==> config.mk <==
export PLATFORM = sky130hd
export DESIGN_NAME = pic_cmd_decoder
export DESIGN_NICKNAME = d
export VERILOG_FILES = /design/src/rtl/pic_pkg.sv /design/src/rtl/pic_cmd_dec.sv /design/src/rtl/pic_init_seq.sv /design/src/rtl/pic_prio_scan.sv /design/src/rtl/pic_cmd_decoder.sv
export SDC_FILE = /design/constraint.sdc
export NUM_CORES = 1
export LEC_CHECK = 0
export CAP_MARGIN = 25
export CORE_AREA = 2 2 72 74
export CTS_CLUSTER_DIAMETER = 150
export DETAILED_ROUTE_END_ITERATION = 8
export DIE_AREA = 0 0 74 76
export DONT_BUFFER_PORTS = 1
export MAX_ROUTING_LAYER = met4
export PLACE_DENSITY = 0.78
export SYNTH_ARGS = -nofsm -noshare
export SYNTH_HDL_FRONTEND = slang
export SYNTH_SLANG_ARGS = --single-unit
==> constraint.sdc <==
create_clock -name clk -period 8 [get_ports clk]
set_input_delay 0.4 -clock clk [delete_from_list [all_inputs] [get_ports clk]]
set_output_delay 0.4 -clock clk [all_outputs]
set_load 0.1 [all_outputs]
==> src/rtl/pic_pkg.sv <==
package pic_pkg;
  localparam int W  = 8;
  localparam int IW = $clog2(W);

  typedef struct packed {
    logic icw1;
    logic icw1_bad;
    logic ocw3;
    logic poll;
    logic rr_irr;
    logic rr_isr;
    logic smm_clr;
    logic smm_set;
    logic rot_clr;
    logic rot_set;
    logic ns_eoi;
    logic ns_rot;
    logic sp_eoi;
    logic lp_set;
    logic bad;
    logic [IW-1:0] idx;
  } cmd_t;

  // first set bit scanning upward from lp+1 (mod W); {hit, index}
  function automatic logic [IW:0] top_isr(input logic [W-1:0] vec, input logic [IW-1:0] lp);
    logic [IW:0]   r;
    logic [IW-1:0] p;
    r = '0;
    for (int k = W - 1; k >= 0; k--) begin
      p = lp + IW'(1) + IW'(k);
      if (vec[p]) r = {1'b1, p};
    end
    return r;
  endfunction

  function automatic logic [W-1:0] bit_of(input logic [IW-1:0] i);
    return W'(1) << i;
  endfunction
endpackage

==> src/rtl/pic_cmd_dec.sv <==
module pic_cmd_dec
  import pic_pkg::*;
(
  input  logic         wr,
  input  logic [W-1:0] d,
  output cmd_t         c
);
  always_comb begin
    c     = '0;
    c.idx = d[IW-1:0];
    if (wr) begin
      if (d[4]) begin
        c.icw1     = 1'b1;
        c.icw1_bad = d[1] | d[3];
      end else if (d[3]) begin
        c.ocw3 = 1'b1;
        if (d[2]) c.poll = 1'b1;
        else begin
          c.rr_irr  = (d[1:0] == 2'b10);
          c.rr_isr  = (d[1:0] == 2'b11);
          c.smm_clr = (d[6:5] == 2'b10);
          c.smm_set = (d[6:5] == 2'b11);
        end
      end else begin
        case (d[7:5])
          3'b000: begin
            if (d[2:0] == 3'b000) c.rot_clr = 1'b1;
            else if (d[2:0] != 3'b010) c.bad = 1'b1;
          end
          3'b100: if (d[2:0] == 3'b000) c.rot_set = 1'b1; else c.bad = 1'b1;
          3'b001: if (d[2:0] == 3'b000) c.ns_eoi = 1'b1; else c.bad = 1'b1;
          3'b101: if (d[2:0] == 3'b000) begin c.ns_eoi = 1'b1; c.ns_rot = 1'b1; end
                  else c.bad = 1'b1;
          3'b010: if (d[2:0] != 3'b000) c.bad = 1'b1;
          3'b011: c.sp_eoi = 1'b1;
          3'b111: begin c.sp_eoi = 1'b1; c.lp_set = 1'b1; end
          default: c.lp_set = 1'b1;
        endcase
      end
    end
  end
endmodule

==> src/rtl/pic_init_seq.sv <==
module pic_init_seq
  import pic_pkg::*;
(
  input  logic         clk,
  input  logic         rst_n,
  input  logic         start,
  input  logic         need4_in,
  input  logic         dwr,
  input  logic [W-1:0] d,
  output logic         in_init,
  output logic [W-1:0] vec,
  output logic         aeoi,
  output logic         imr_load,
  output logic         word4_bad
);
  typedef enum logic [1:0] {WANT2, WANT3, WANT4} step_t;
  step_t step;
  logic  need4;

  assign imr_load  = dwr & ~in_init;
  assign word4_bad = dwr & in_init & (step == WANT4) & ~d[0];

  always_ff @(posedge clk) begin
    if (!rst_n) begin
      in_init <= 1'b0;
      step    <= WANT2;
      need4   <= 1'b0;
      vec     <= '0;
      aeoi    <= 1'b0;
    end else if (start) begin
      in_init <= 1'b1;
      step    <= WANT2;
      need4   <= need4_in;
      aeoi    <= 1'b0;
    end else if (dwr && in_init) begin
      case (step)
        WANT2: begin vec <= d & W'(8'hF8); step <= WANT3; end
        WANT3: if (need4) step <= WANT4; else in_init <= 1'b0;
        default: begin aeoi <= d[1]; in_init <= 1'b0; end
      endcase
    end
  end
endmodule

==> src/rtl/pic_prio_scan.sv <==
module pic_prio_scan
  import pic_pkg::*;
(
  input  logic [W-1:0]  isr,
  input  logic [IW-1:0] lp,
  output logic          hit,
  output logic [IW-1:0] idx
);
  assign {hit, idx} = top_isr(isr, lp);
endmodule

==> src/rtl/pic_cmd_decoder.sv <==
module pic_cmd_decoder
  import pic_pkg::*;
(
  input  logic          clk,
  input  logic          rst_n,
  input  logic          wr_en,
  input  logic          rd_en,
  input  logic          port_sel,
  input  logic [W-1:0]  wr_data,
  input  logic [W-1:0]  req_in,
  input  logic          ack_en,
  input  logic [IW-1:0] ack_idx,
  output logic [W-1:0]  rd_data,
  output logic [W-1:0]  imr_q,
  output logic [W-1:0]  isr_q,
  output logic [W-1:0]  vec_base,
  output logic          auto_eoi,
  output logic          rot_aeoi,
  output logic          read_isr,
  output logic          poll_flag,
  output logic          spec_mask,
  output logic [IW-1:0] lowest_prio,
  output logic          in_init,
  output logic          irq_pending,
  output logic          cfg_err
);
  cmd_t          cmd;
  logic [W-1:0]  irr_q;
  logic          scan_hit;
  logic [IW-1:0] scan_idx;

  // named events for the checker
  logic ev_icw1, ev_imr_load, ev_poll, ev_lp_set, ev_sp_eoi, ev_word4_bad;
  logic [W-1:0] ack_mask, clr_mask;

  pic_cmd_dec u_dec (.wr(wr_en & ~port_sel), .d(wr_data), .c(cmd));

  pic_init_seq u_seq (
    .clk(clk), .rst_n(rst_n), .start(cmd.icw1), .need4_in(wr_data[0]),
    .dwr(wr_en & port_sel), .d(wr_data), .in_init(in_init), .vec(vec_base),
    .aeoi(auto_eoi), .imr_load(ev_imr_load), .word4_bad(ev_word4_bad)
  );

  pic_prio_scan u_scan (.isr(isr_q), .lp(lowest_prio), .hit(scan_hit), .idx(scan_idx));

  assign ev_icw1   = cmd.icw1;
  assign ev_poll   = cmd.poll;
  assign ev_lp_set = cmd.lp_set;
  assign ev_sp_eoi = cmd.sp_eoi;
  assign ack_mask  = ack_en ? bit_of(ack_idx) : '0;
  assign clr_mask  = ((cmd.ns_eoi && scan_hit) ? bit_of(scan_idx) : '0)
                   | (cmd.sp_eoi ? bit_of(cmd.idx) : '0);

  assign rd_data     = port_sel ? imr_q : (read_isr ? isr_q : irr_q);
  assign irq_pending = ~in_init & (|(irr_q & ~imr_q));

  always_ff @(posedge clk) begin
    if (!rst_n) begin
      imr_q       <= '0;
      isr_q       <= '0;
      irr_q       <= '0;
      lowest_prio <= '1;
      rot_aeoi    <= 1'b0;
      spec_mask   <= 1'b0;
      read_isr    <= 1'b0;
      poll_flag   <= 1'b0;
      cfg_err     <= 1'b0;
    end else begin
      if (rd_en) poll_flag <= 1'b0;
      if (cmd.icw1) begin
        imr_q       <= '0;
        isr_q       <= '0;
        irr_q       <= '0;
        lowest_prio <= '1;
        rot_aeoi    <= 1'b0;
        if (cmd.icw1_bad) cfg_err <= 1'b1;
      end else begin
        irr_q <= (irr_q | req_in) & ~ack_mask;
        isr_q <= (isr_q | ack_mask) & ~clr_mask;
        if (ev_imr_load) imr_q <= wr_data;
        if (cmd.poll)    poll_flag <= 1'b1;
        if (cmd.rr_irr)  read_isr  <= 1'b0;
        if (cmd.rr_isr)  read_isr  <= 1'b1;
        if (cmd.smm_clr) spec_mask <= 1'b0;
        if (cmd.smm_set) spec_mask <= 1'b1;
        if (cmd.rot_clr) rot_aeoi  <= 1'b0;
        if (cmd.rot_set) rot_aeoi  <= 1'b1;
        if (cmd.ns_rot && scan_hit) lowest_prio <= lowest_prio + IW'(1);
        if (cmd.lp_set)  lowest_prio <= cmd.idx;
        if (cmd.bad || ev_word4_bad) cfg_err <= 1'b1;
      end
    end
  end
endmodule

==> results of run 1 <==
-- worst max-delay path: cells and delay by family, from the launching register on --
kind,cells,cell delay [ns]
buf+inv,1,0.49
compound gates,5,1.05
mux,2,1.03
flops,1,0.98
fa+ha+maj,1,1.05
-- state kept, by name, indices dropped and copies added, names as in the netlist, 2 cells and up --
| name | count |
|---|---|
| u_seq.vec | 5 |
| u_seq.step | 2 |
| isr_q | 8 |
| irr_q | 8 |
| imr_q | 8 |
| lowest_prio | 3 |
-- final timing paths --
path                            slack (ns)  cells past startpoint   endpoint      startpoint
worst min register to register        0.50                      2   irr_q[1]        irr_q[1]
worst max-delay path                  3.24                      9   isr_q[2]  lowest_prio[0]
worst min-delay path                  0.22                      1  spec_mask           rst_n
worst max register to register        3.24                      9   isr_q[2]  lowest_prio[0]
-- power by group --
| part | internal [mW] | switching, mW | total (mW) |
|---|---|---|---|
| Clock | 0.0696 | 0.0719 | 0.141 |
| Sequential | 0.217 | 0.0309 | 0.248 |
| Combinational | 0.0401 | 0.0851 | 0.125 |
| Total | 0.327 | 0.188 | 0.515 |
-- stage by stage --
step / total power, mW / utilization [%]
CTS: 0.516 / 66.2
finish: 0.515 / 66.2
global placement: 0.365 / 62.3
global route: 0.532 / 66.2
floorplan: 0.355 / -
detailed placement: 0.377 / 64.3
-- placed cells by master, fill, tap and decap left out, drive strengths merged, types with 2 or more instances in the layout --
cell type,count
xnor3,2
mux2,4
mux2i,32
a211oi,2
o211a,2
nor2,41
a31oi,12
o21ai,19
xnor2,3
a211o,3
or2,2
nand2b,9
ha,2
clkbuf,7
and2,3
nand3,9
dfxtp,42
inv,15
o221ai,9
o211ai,2
conb,3
o22ai,5
nor3,18
a221oi,2
nor4,2
mux4,12
nand3b,4
a21boi,2
clkinv,2
nand2,28
nor2b,12
a21oi,12
buf,13
-- layout make-up --
type	instances	area, µm²	share of cell area (%)
Multi-Input combinational cell	276	2000	61.6
Inverter	16	60.1	1.85
Clock inverter	1	5.00	0.154
Sequential cell	42	843	25.9
Timing Repair Buffer	13	165	5.08
Clock buffer	7	86.3	2.66
Tap cell	70	87.6	2.69
-- logic make-up after synthesis --
| kind of cell | Yosys count |
|---|---|
| buffers and inverters | 42 |
| adder cells (fa/ha/maj) | 2 |
| AND/OR/NAND/NOR | 135 |
| flip-flops | 42 |
| other | 1 |
| XOR/XNOR | 6 |
| AO/OA/AOI/OAI | 82 |
| multiplexers | 48 |
-- routing by layer --
metal  share of wire, %  GRT usage (%)  vias up
li1                   -              -     1307
met1                 40           37.7     1313
met2                 49           46.4      133
met3                8.1           7.28       21
met4                2.7           12.2        0
met5                  0              -        -
==> reports/qor.txt, run 1 <==
DP Cell Count - 417
Design area - 3250 µm²
Starting Density - 61.2%
CP max-delay cell - ha_1
Setup TNS - 0 ns
Via count - 2774
Final Hold Fails - 0
Pre-CTS WS - 3.21 ns
Final Max Slew Viols - 0
Clock-pin slew on the worst setup and hold paths - 0.08 ns
CP Cell Sequence - clkinv_1, ha_1, mux4_2, mux2_2, a2111oi_0, a211o_2, o211a_1, a211o_1, a31oi_1
VDD IR-drop max - 0.149 mV
Mux cell area share after synthesis - 21.3%
Mean post-synth cell area - 8.40 µm²
Post-synth EDFFs - 0
Total GRT Usage - 30.1%
Largest family of logic cells by synthesized area - simple AND/OR/NAND/NOR gates
Startpoint Class - register
Cell Count, Final, Fillers Out - 425
CP arrival - 4.92 ns
Ratio of total power to cell area - 158 nW/µm²
FMAX - 0.210 GHz
Mapped Area - 3010 µm²
Largest net degree at the start of global routing - 25
Final setup fails - 0
Synth warn - 0
Via density per instance - 6.53
TritonCTS Buffers - 5
Max cap viols - 0
PostCTS Resize Cnt - 0
Nets - 381
Antenna diodes - 0
Grt ovf - 0
TritonCTS sink count - 42
WS Path Type - reg -> reg
Post-Synth XOR/XNOR Area - 2.66%
Die area - 5620 µm²
Rows - 26
Synth top area share - 28.0%
FILL cells - 419
Mapped Cells - 358
Worst Max-Slew Pin Slew - 1.10 ns
Final worst slack - 3.24 ns
Synth Area in Compound Gates - 18.7%
H-Tree Depth - 2
DRT Pass-1 Iters - 5
Yosys cell types - 60
Pleak - 1.27 nW
I/O pin count - 68
Area after DPL - 3160 µm²
Cts hold-fix bufs - 0
CTS tree - built
Simple-gate portion of the synthesized area - 21.6%
Worst-skew pair later-pin latency - 0.30 ns
# DRC - 0
WL final - 7.99 mm
Status - finished, final reports clean
Top-count cell post-synth - dfxtp_1
# port buffers - 0
Horiz. Die Dim - 74 µm
Minimum clock period - 4.76 ns
Adder-Cell Fraction of Synth Area - 0.832%
Crit. End Element - register
Asr flop ratio synth - 0%
Hold Worst Slack - 0.222 ns
CTS Root Cell - clkbuf_8
Global-route wire length before repair - 12.8 mm
Postcts setup bufs - 0
Core area - 4910 µm²
RD Place Congestion - 0.878
Detailed Route Iter0 Violations - 229
Critical Path Fanout Max - 24
Post-synthesis sequential area ratio - 28.0%
Die height - 76 µm
WP data required - 8.16 ns
Max-slew headroom - 26.6%
Drt wl/cell - 18.8 µm
Ranking of synthesized cells by area - dfxtp_1, mux2i_1, mux4_2
HPWL Detailed - 6.05 mm
Vias in the first global route - 2518
Most frequent cells after synthesis - dfxtp_1, nor2_1, mux2i_1
Routed Antenna Nets - 0
Top FF cell, synth - dfxtp_1
Tcrit/Tclk final - 59.5%
RSZ-0062 raised after global routing - no
Cell taking the most area after synthesis - dfxtp_1
Area Growth Syn to Fin - 8.11%
Share of layout cells above drive strength 1 - 14.6%
Setup Skew - 0.00642 ns
CP peak stage delay - 1.05 ns
Tightest Hold Check Type - in -> reg
Synth Register Bits - 42
Max Root-Sink Buffers - 2
Initial antenna violation count - 0
Note: power is estimated with default switching activity, not from simulation.
==> run 2, diff against run 1 <==
--- a/config.mk
+++ b/config.mk
@@ -5,14 +5,15 @@
 export SDC_FILE = /design/constraint.sdc
 export NUM_CORES = 1
 export LEC_CHECK = 0
+export ABC_AREA = 1
 export CAP_MARGIN = 25
-export CORE_AREA = 2 2 72 74
+export CORE_AREA = 2 2 71 73
 export CTS_CLUSTER_DIAMETER = 150
 export DETAILED_ROUTE_END_ITERATION = 8
-export DIE_AREA = 0 0 74 76
+export DIE_AREA = 0 0 73 75
 export DONT_BUFFER_PORTS = 1
 export MAX_ROUTING_LAYER = met4
-export PLACE_DENSITY = 0.78
+export PLACE_DENSITY = 0.77
 export SYNTH_ARGS = -nofsm -noshare
 export SYNTH_HDL_FRONTEND = slang
 export SYNTH_SLANG_ARGS = --single-unit
==> constraint.sdc (replaced) <==
create_clock -name clk -period 4.7 [get_ports clk]
set_input_delay 0.235 -clock clk [delete_from_list [all_inputs] [get_ports clk]]
set_output_delay 0.235 -clock clk [all_outputs]
set_load 0.1 [all_outputs]
==> run 2 against run 1 <==
Against the previous run:
- count of clock-buffer cells in the layout fell by 1
- first-iteration DRC count rose by 32%
- fmax rose by 54%
- cell count rose by 31%
- hold slack got worse by 0.16 ns
- setup slack got worse by 1.6 ns
- global-route usage rose by 3.3 points
- die area fell by 2.6%
- combinational power rose by 82%
- clock skew barely moved
- sequential power rose by 75%
- critical endpoint is now isr_q[7]
- largest power group unchanged
==> reports/qor.txt, run 2 <==
Status - finished, final reports clean
Area after DPL - 3020 µm² (-4.3%)
Ranking of synthesized cells by area - dfxtp_1, nand2_1, inv_1
Mux cell area share after synthesis - 0% (-21 points)
FMAX - 0.324 GHz (+54%)
Critical Path Fanout Max - 17 (-29%)
Vias in the first global route - 2970 (+18%)
Asr flop ratio synth - 0% (unchanged)
Mapped Cells - 492 (+37%)
Worst-skew pair later-pin latency - 0.30 ns (about the same)
H-Tree Depth - 2 (unchanged)
Reg-to-reg startpoint - lowest_prio[0]
Final setup fails - 0 (unchanged)
Design area - 3210 µm² (-1.3%)
Largest family of logic cells by synthesized area - simple AND/OR/NAND/NOR gates
Total GRT Usage - 33.5% (+3.3 points)
WL final - 8.54 mm (+6.9%)
Cell taking the most area after synthesis - dfxtp_1
Hold path depth - 2 (+1)
CP peak stage delay - 0.45 ns (-0.60 ns)
Final worst slack - 1.61 ns (-1.63 ns)
CP arrival - 3.28 ns (-1.64 ns)
Largest net degree at the start of global routing - 22 (-12%)
Rows - 25 (-3.8%)
Most frequent cells after synthesis - nand2_1, inv_1, nor2_1
CP Cell Sequence - inv_2, ha_1, inv_1, nand2_1, nand2_1, nand2_1, nand2_1, nand3_1, nand2_1, nand2_1, nand2_1, nand2_1, nand2_1, nand2_1, a21oi_1, inv_1, nor2_1, nor2_1
VDD IR-drop max - 0.259 mV (+73%)
# DRC - 0 (unchanged)
Reg2Reg Depth - 18 (+9)
Mean post-synth cell area - 5.84 µm² (-30%)
Startpoint Class - register
Synth top area share - 29.3% (+1.3 points)
Detailed Route Iter0 Violations - 303 (+32%)
I/O pin count - 68 (unchanged)
WP data required - 4.89 ns (-3.27 ns)
Horiz. Die Dim - 73 µm (-1.4%)
Tcrit/Tclk final - 65.7% (+6.2 points)
Largest registers - imr_q x8, irr_q x8, isr_q x8
WS Path Type - reg -> reg
Util after Layout - 68.8% (+2.7 points)
Setup Skew - 0.00635 ns (-0.0000666 ns)
RD Place Congestion - 0.960 (+9.3%)
Via count - 3233 (+17%)
Worst Max-Slew Pin Slew - 1.11 ns (+0.0119 ns)
HPWL Detailed - 6.58 mm (+8.9%)
Final Hold Fails - 0 (unchanged)
Nets - 528 (+39%)
Synth warn - 0 (unchanged)
DRT Pass-1 Iters - 6 (+1)
Initial antenna violation count - 0 (unchanged)
Synth Area in Compound Gates - 17.8% (-0.88 points)
Post-synthesis sequential area ratio - 29.3% (+1.3 points)
Tightest Hold Check Type - in -> reg
Post-Synth XOR/XNOR Area - 0% (-2.7 points)
Max Root-Sink Buffers - 2 (unchanged)
Final Max Slew Viols - 0 (unchanged)
TritonCTS sink count - 42 (unchanged)
CTS tree - built
Top-count cell post-synth - nand2_1
Minimum clock period - 3.09 ns (-1.67 ns)
Area Growth Syn to Fin - 11.6%
# port buffers - 0 (unchanged)
Routed Antenna Nets - 0 (unchanged)
Hold_sp - rst_n
Worst hold endpoint - cfg_err
Cts hold-fix bufs - 0 (unchanged)
Core area - 4660 µm² (-5.1%)
PostCTS Resize Cnt - 0 (unchanged)
RSZ-0062 raised after global routing - no
Global-route wire length before repair - 13.7 mm (+6.6%)
Most frequent cells in the layout - nand2_1, inv_1, nor2_1
Mapped Area - 2870 µm² (-4.4%)
Post-synth EDFFs - 0 (unchanged)
Via density per instance - 5.81 (-11%)
Die area - 5480 µm² (-2.6%)
Max cap viols - 0 (unchanged)
Pleak - 1.53 nW (+20%)
TritonCTS Buffers - 5 (unchanged)
CP max-delay cell - ha_1
Yosys cell types - 29 (-52%)
CP most frequent cell - nand2_1
Antenna diodes - 0 (unchanged)
Worst reg2reg setup slack - 1.61 ns (-1.63 ns)
Die height - 75 µm (-1.3%)
Most common cell after layout, fill and taps aside - nand2_1
Clock-pin slew on the worst setup and hold paths - 0.08 ns (about the same)
Max-slew headroom - 25.8% (-0.79 points)
Crit. End Element - register
Top FF cell, synth - dfxtp_1
Setup TNS - 0 ns (unchanged)
Share of layout cells above drive strength 1 - 9.56% (-5.1 points)
CTS Root Cell - clkbuf_8
Starting Density - 61.7% (+0.46 points)
Pre-CTS WS - 1.77 ns (-1.45 ns)
Drt wl/cell - 15.4 µm (-18%)
Grt ovf - 0 (unchanged)
Ratio of total power to cell area - 296 nW/µm² (+87%)
FF-to-FF End - isr_q[7]
Simple-gate portion of the synthesized area - 38.8% (+17 points)
Adder-Cell Fraction of Synth Area - 0.871% (+0.038 points)
Postcts setup bufs - 0 (unchanged)
Synth Register Bits - 42 (unchanged)
run 2: final cells by class:
class / instances / area [µm²]
tap: 54 / 67.6
timing repair buffer: 16 / 209
multi-input combinational: 361 / 1700
sequential: 42 / 841
clock inverter: 2 / 37.5
fill: 411 / 1450
clock buffer: 6 / 72.6
inverter: 75 / 282
run 2: report_power, final:
part | total, mW | switching [mW] | internal [mW]
clock | 0.286 | 0.128 | 0.159
combinational | 0.228 | 0.172 | 0.0560
sequential | 0.435 | 0.0648 | 0.370
run 2: per-layer routing:
| metal | vias up | GRT usage, % | wire length, µm |
|---|---|---|---|
| met5 | - | - | 0 |
| met4 | 0 | 13.2 | 331 |
| met3 | 30 | 6.83 | 588 |
| met2 | 149 | 58.7 | 4280 |
| met1 | 1450 | 37.3 | 3340 |
| li1 | 1604 | - | - |
run 2: kinds of logic after synthesis:
group,after synthesis
AND/OR/NAND/NOR,270
AO/OA/AOI/OAI,86
other,1
flip-flops,42
buffers and inverters,91
adder cells (fa/ha/maj),2
run 2: how the worst max path moves through the flow:
stage | start | endpoint | slack [ns] | cells past startpoint
final | lowest_prio[0] | isr_q[7] | 1.61 | 18
after detailed placement | lowest_prio[0] | isr_q[4] | 1.77 | 19
after floorplan | read_isr | rd_data[6] | 0.74 | 4
after global routing | lowest_prio[0] | isr_q[6] | 1.32 | 19
after CTS | lowest_prio[0] | isr_q[7] | 1.74 | 18
after global placement | lowest_prio[0] | isr_q[7] | 1.80 | 19
run 2: critical path: cells and delay by family, from the launching register on:
family                   cells  cell delay, ns
AO/OA/AOI/OAI                1            0.30
buffers and inverters        3            0.70
flip-flops                   1            0.32
adder cells (fa/ha/maj)      1            0.45
AND/OR/NAND/NOR             13            1.21
run 2: stage by stage:
step / total power [mW] / hold WS (ns) / instances
3_5_place_dp: 0.660 / 0.366 / 543
6_report: 0.950 / 0.0594 / 556
5_1_grt: 0.983 / 0.0547 / 556
4_1_cts: 0.937 / 0.0650 / 551
2_1_floorplan: 0.619 / 0.356 / 494
3_3_place_gp: 0.650 / 0.364 / 539
==> run 3, diff against run 2 <==
--- a/config.mk
+++ b/config.mk
@@ -7,13 +7,13 @@
 export LEC_CHECK = 0
 export ABC_AREA = 1
 export CAP_MARGIN = 25
-export CORE_AREA = 2 2 71 73
+export CORE_AREA = 2 2 74 76
 export CTS_CLUSTER_DIAMETER = 150
 export DETAILED_ROUTE_END_ITERATION = 8
-export DIE_AREA = 0 0 73 75
+export DIE_AREA = 0 0 76 78
 export DONT_BUFFER_PORTS = 1
 export MAX_ROUTING_LAYER = met4
-export PLACE_DENSITY = 0.77
+export PLACE_DENSITY = 0.74
 export SYNTH_ARGS = -nofsm -noshare
 export SYNTH_HDL_FRONTEND = slang
 export SYNTH_SLANG_ARGS = --single-unit
==> constraint.sdc (replaced) <==
create_clock -name clk -period 2.8 [get_ports clk]
set_input_delay 0.14 -clock clk [delete_from_list [all_inputs] [get_ports clk]]
set_output_delay 0.14 -clock clk [all_outputs]
set_load 0.1 [all_outputs]
==> run 3 against run 2 <==
Against the previous run:
- register-to-register slack got worse by 1.3 ns
- hold slack got worse by 0.052 ns
- flip-flop and latch count did not move
- first-iteration DRC count fell by 40%
- combinational power rose by 110%
- non-clock buffer count rose by 34
- critical path depth did not move
- highest routed layer unchanged
- sequential share of layout area fell by 1.4 points
- critical path type unchanged
- die area rose by 8.3%
- global-route usage fell by 2.0 points
- cell area rose by 5.9%
==> reports/qor.txt, run 3 (synthesized netlist as in run 2, its figures left out) <==
Hold_sp - rd_en
Via count - 3405 (+5.3%)
CP Cell Sequence - inv_2, ha_1, buf_4, nand2_1, nand2_2, nand2_1, nand2_1, nand2_2, nand2_1, nor2_1, nand2_1, nand2_1, a21oi_2, inv_1, nand2_2, nand3_1, nor2_1, nor2_1
CP max-delay cell - dfxtp_2
Critical Path Fanout Max - 13 (-4)
Pleak - 1.67 nW (+9.3%)
Worst-skew pair later-pin latency - 0.29 ns (about the same)
Largest net degree at the start of global routing - 22 (unchanged)
Detailed Route Iter0 Violations - 183 (-40%)
Most frequent cells in the layout - nand2_1, inv_1, nor2_1
CTS tree - built
# DRC - 0 (unchanged)
Max cap viols - 0 (unchanged)
Antenna diodes - 0 (unchanged)
Core area - 5040 µm² (+8.2%)
H-Tree Depth - 2 (unchanged)
WP data required - 2.98 ns (-1.91 ns)
WS Path Type - reg -> reg
Max Root-Sink Buffers - 2 (unchanged)
Met2 usage - 56.7% (-2.0 points)
DRT Pass-1 Iters - 5 (-1)
Most common cell after layout, fill and taps aside - nand2_1
TritonCTS sink count - 42 (unchanged)
CP top delay family - simple AND/OR/NAND/NOR gates
Sw Ratio - 39.6% (+1.2 points)
Hold Worst Slack - 0.00788 ns (-0.0515 ns)
CP arrival - 2.63 ns (-0.65 ns)
Clock power share - 26.6% (-3.5 points)
CP peak stage delay - 0.34 ns (-0.11 ns)
Routed Antenna Nets - 0 (unchanged)
CP Launch Point - lowest_prio[0]
Initial antenna violation count - 0 (unchanged)
CP most frequent cell - nand2_1
HPWL Detailed - 7.02 mm (+6.6%)
Starting Density - 57.0% (-4.7 points)
Tcrit/Tclk final - 87.5% (+22 points)
Area Growth Syn to Fin - 18.2%
TritonCTS Buffers - 5 (unchanged)
CTS Root Cell - clkbuf_8
Reg-to-reg startpoint - lowest_prio[0]
Tightest Hold Check Type - in -> reg
Die height - 78 µm (+4.0%)
Final setup fails - 0 (unchanged)
Status - finished, final reports clean
Die area - 5930 µm² (+8.3%)
Rows - 26 (+4.0%)
Worst Max-Slew Pin Slew - 0.966 ns (-0.147 ns)
# port buffers - 0 (unchanged)
WL final - 8.92 mm (+4.4%)
CP bufs+invs - 3 (unchanged)
Horiz. Die Dim - 76 µm (+4.1%)
Int Pwr - 0.930 mW (+59%)
Util after Layout - 67.4% (-1.4 points)
Crit. End Element - register
Minimum clock period - 2.45 ns (-0.637 ns)
Final Max Slew Viols - 0 (unchanged)
VDD IR-drop max - 0.396 mV (+53%)
RD Place Congestion - 0.966 (+0.56%)
Gate power share - 31.8% (+7.8 points)
Largest registers - imr_q x8, irr_q x8, isr_q x8
Via density per instance - 5.62 (-3.4%)
Ratio of total power to cell area - 453 nW/µm² (+53%)
Startpoint Class - register
Power share of the sequential group - 41.6% (-4.2 points)
RSZ-0062 raised after global routing - no
Clock-pin slew on the worst setup and hold paths - 0.08 ns (about the same)
Nets - 562 (+6.4%)
Drt wl/cell - 14.7 µm (-4.2%)
I/O pin count - 68 (unchanged)
Met1 Track Usage GR - 32.2% (-5.0 points)
GR Util met3 - 6.28% (-0.55 points)
Final Hold Fails - 0 (unchanged)
FMAX - 0.408 GHz (+26%)
Vias in the first global route - 3217 (+8.3%)
Grt ovf - 0 (unchanged)
Max-slew headroom - 35.5% (+9.7 points)
Global-route wire length before repair - 14.7 mm (+7.7%)
Total GRT Usage - 31.5% (-2.0 points)
GRT Max-Usage Layer - met2
Share of layout cells above drive strength 1 - 15.1% (+5.6 points)
Net Switching - 0.609 mW (+67%)
Setup Skew - 0.00420 ns (-0.00215 ns)
run 3: cell count changes in the layout (fill, tap and decap cells not counted), sizes merged:
cell,change
bufinv,-1
dlygate4sd3,+6
buf,+29
clkinv,+1
clkbuf,-1
run 3: power by group through the flow:
stage	combinational, mW	sequential (mW)	clock, mW
2_1_floorplan	0.282	0.762	0
3_3_place_gp	0.476	0.652	0
3_5_place_dp	0.478	0.653	0
4_1_cts	0.486	0.639	0.412
5_1_grt	0.525	0.642	0.432
6_report	0.489	0.640	0.410
run 3: cell type report:
cell class                 count  area [µm²]
clock buffer                   6        82.6
clock inverter                 2        12.5
fill                         476        1640
inverter                      75         282
multi-input combinational    361        1700
sequential                    42         842
tap                           70        87.6
timing repair buffer          50         390
run 3: repair_timing:
item | in CTS | in global routing
endpoints found under the hold margin | 8 | 0
hold buffers | 6 | 0
setup buffers | 0 | 0
endpoints found under the setup margin | 0 | 1
gates resized for setup | 0 | 2
run 3: final timing paths:
kind / end / slack (ns) / cells after the start
worst min-delay path: poll_flag / 0.008 / 3
worst max register to register: isr_q[7] / 0.35 / 18
worst min register to register: cfg_err / 0.50 / 2
worst max-delay path: isr_q[7] / 0.35 / 18
run 3: routing by layer:
layer / wire length (µm) / vias up
met3: 678 / 37
met2: 4470 / 179
li1: - / 1658
met4: 364 / 0
met1: 3410 / 1531
met5: 0 / -
run 3: per-stage QoR:
step	instances	cell area [µm²]	setup slack (ns)	total power, mW	setup TNS (ns)
global route	606	3400	0.0671	1.60	0
CTS	606	3400	0.326	1.54	0
global placement	592	3240	0.361	1.13	0
finish	606	3400	0.349	1.54	0
floorplan	494	2890	-0.320	1.04	-0.320
detailed placement	592	3240	0.349	1.13	0
run 3: tightest hold or removal path: stages:
cell	delay (ns)
inv_1	0.02
nand2_1	0.04
a21oi_1	0.05
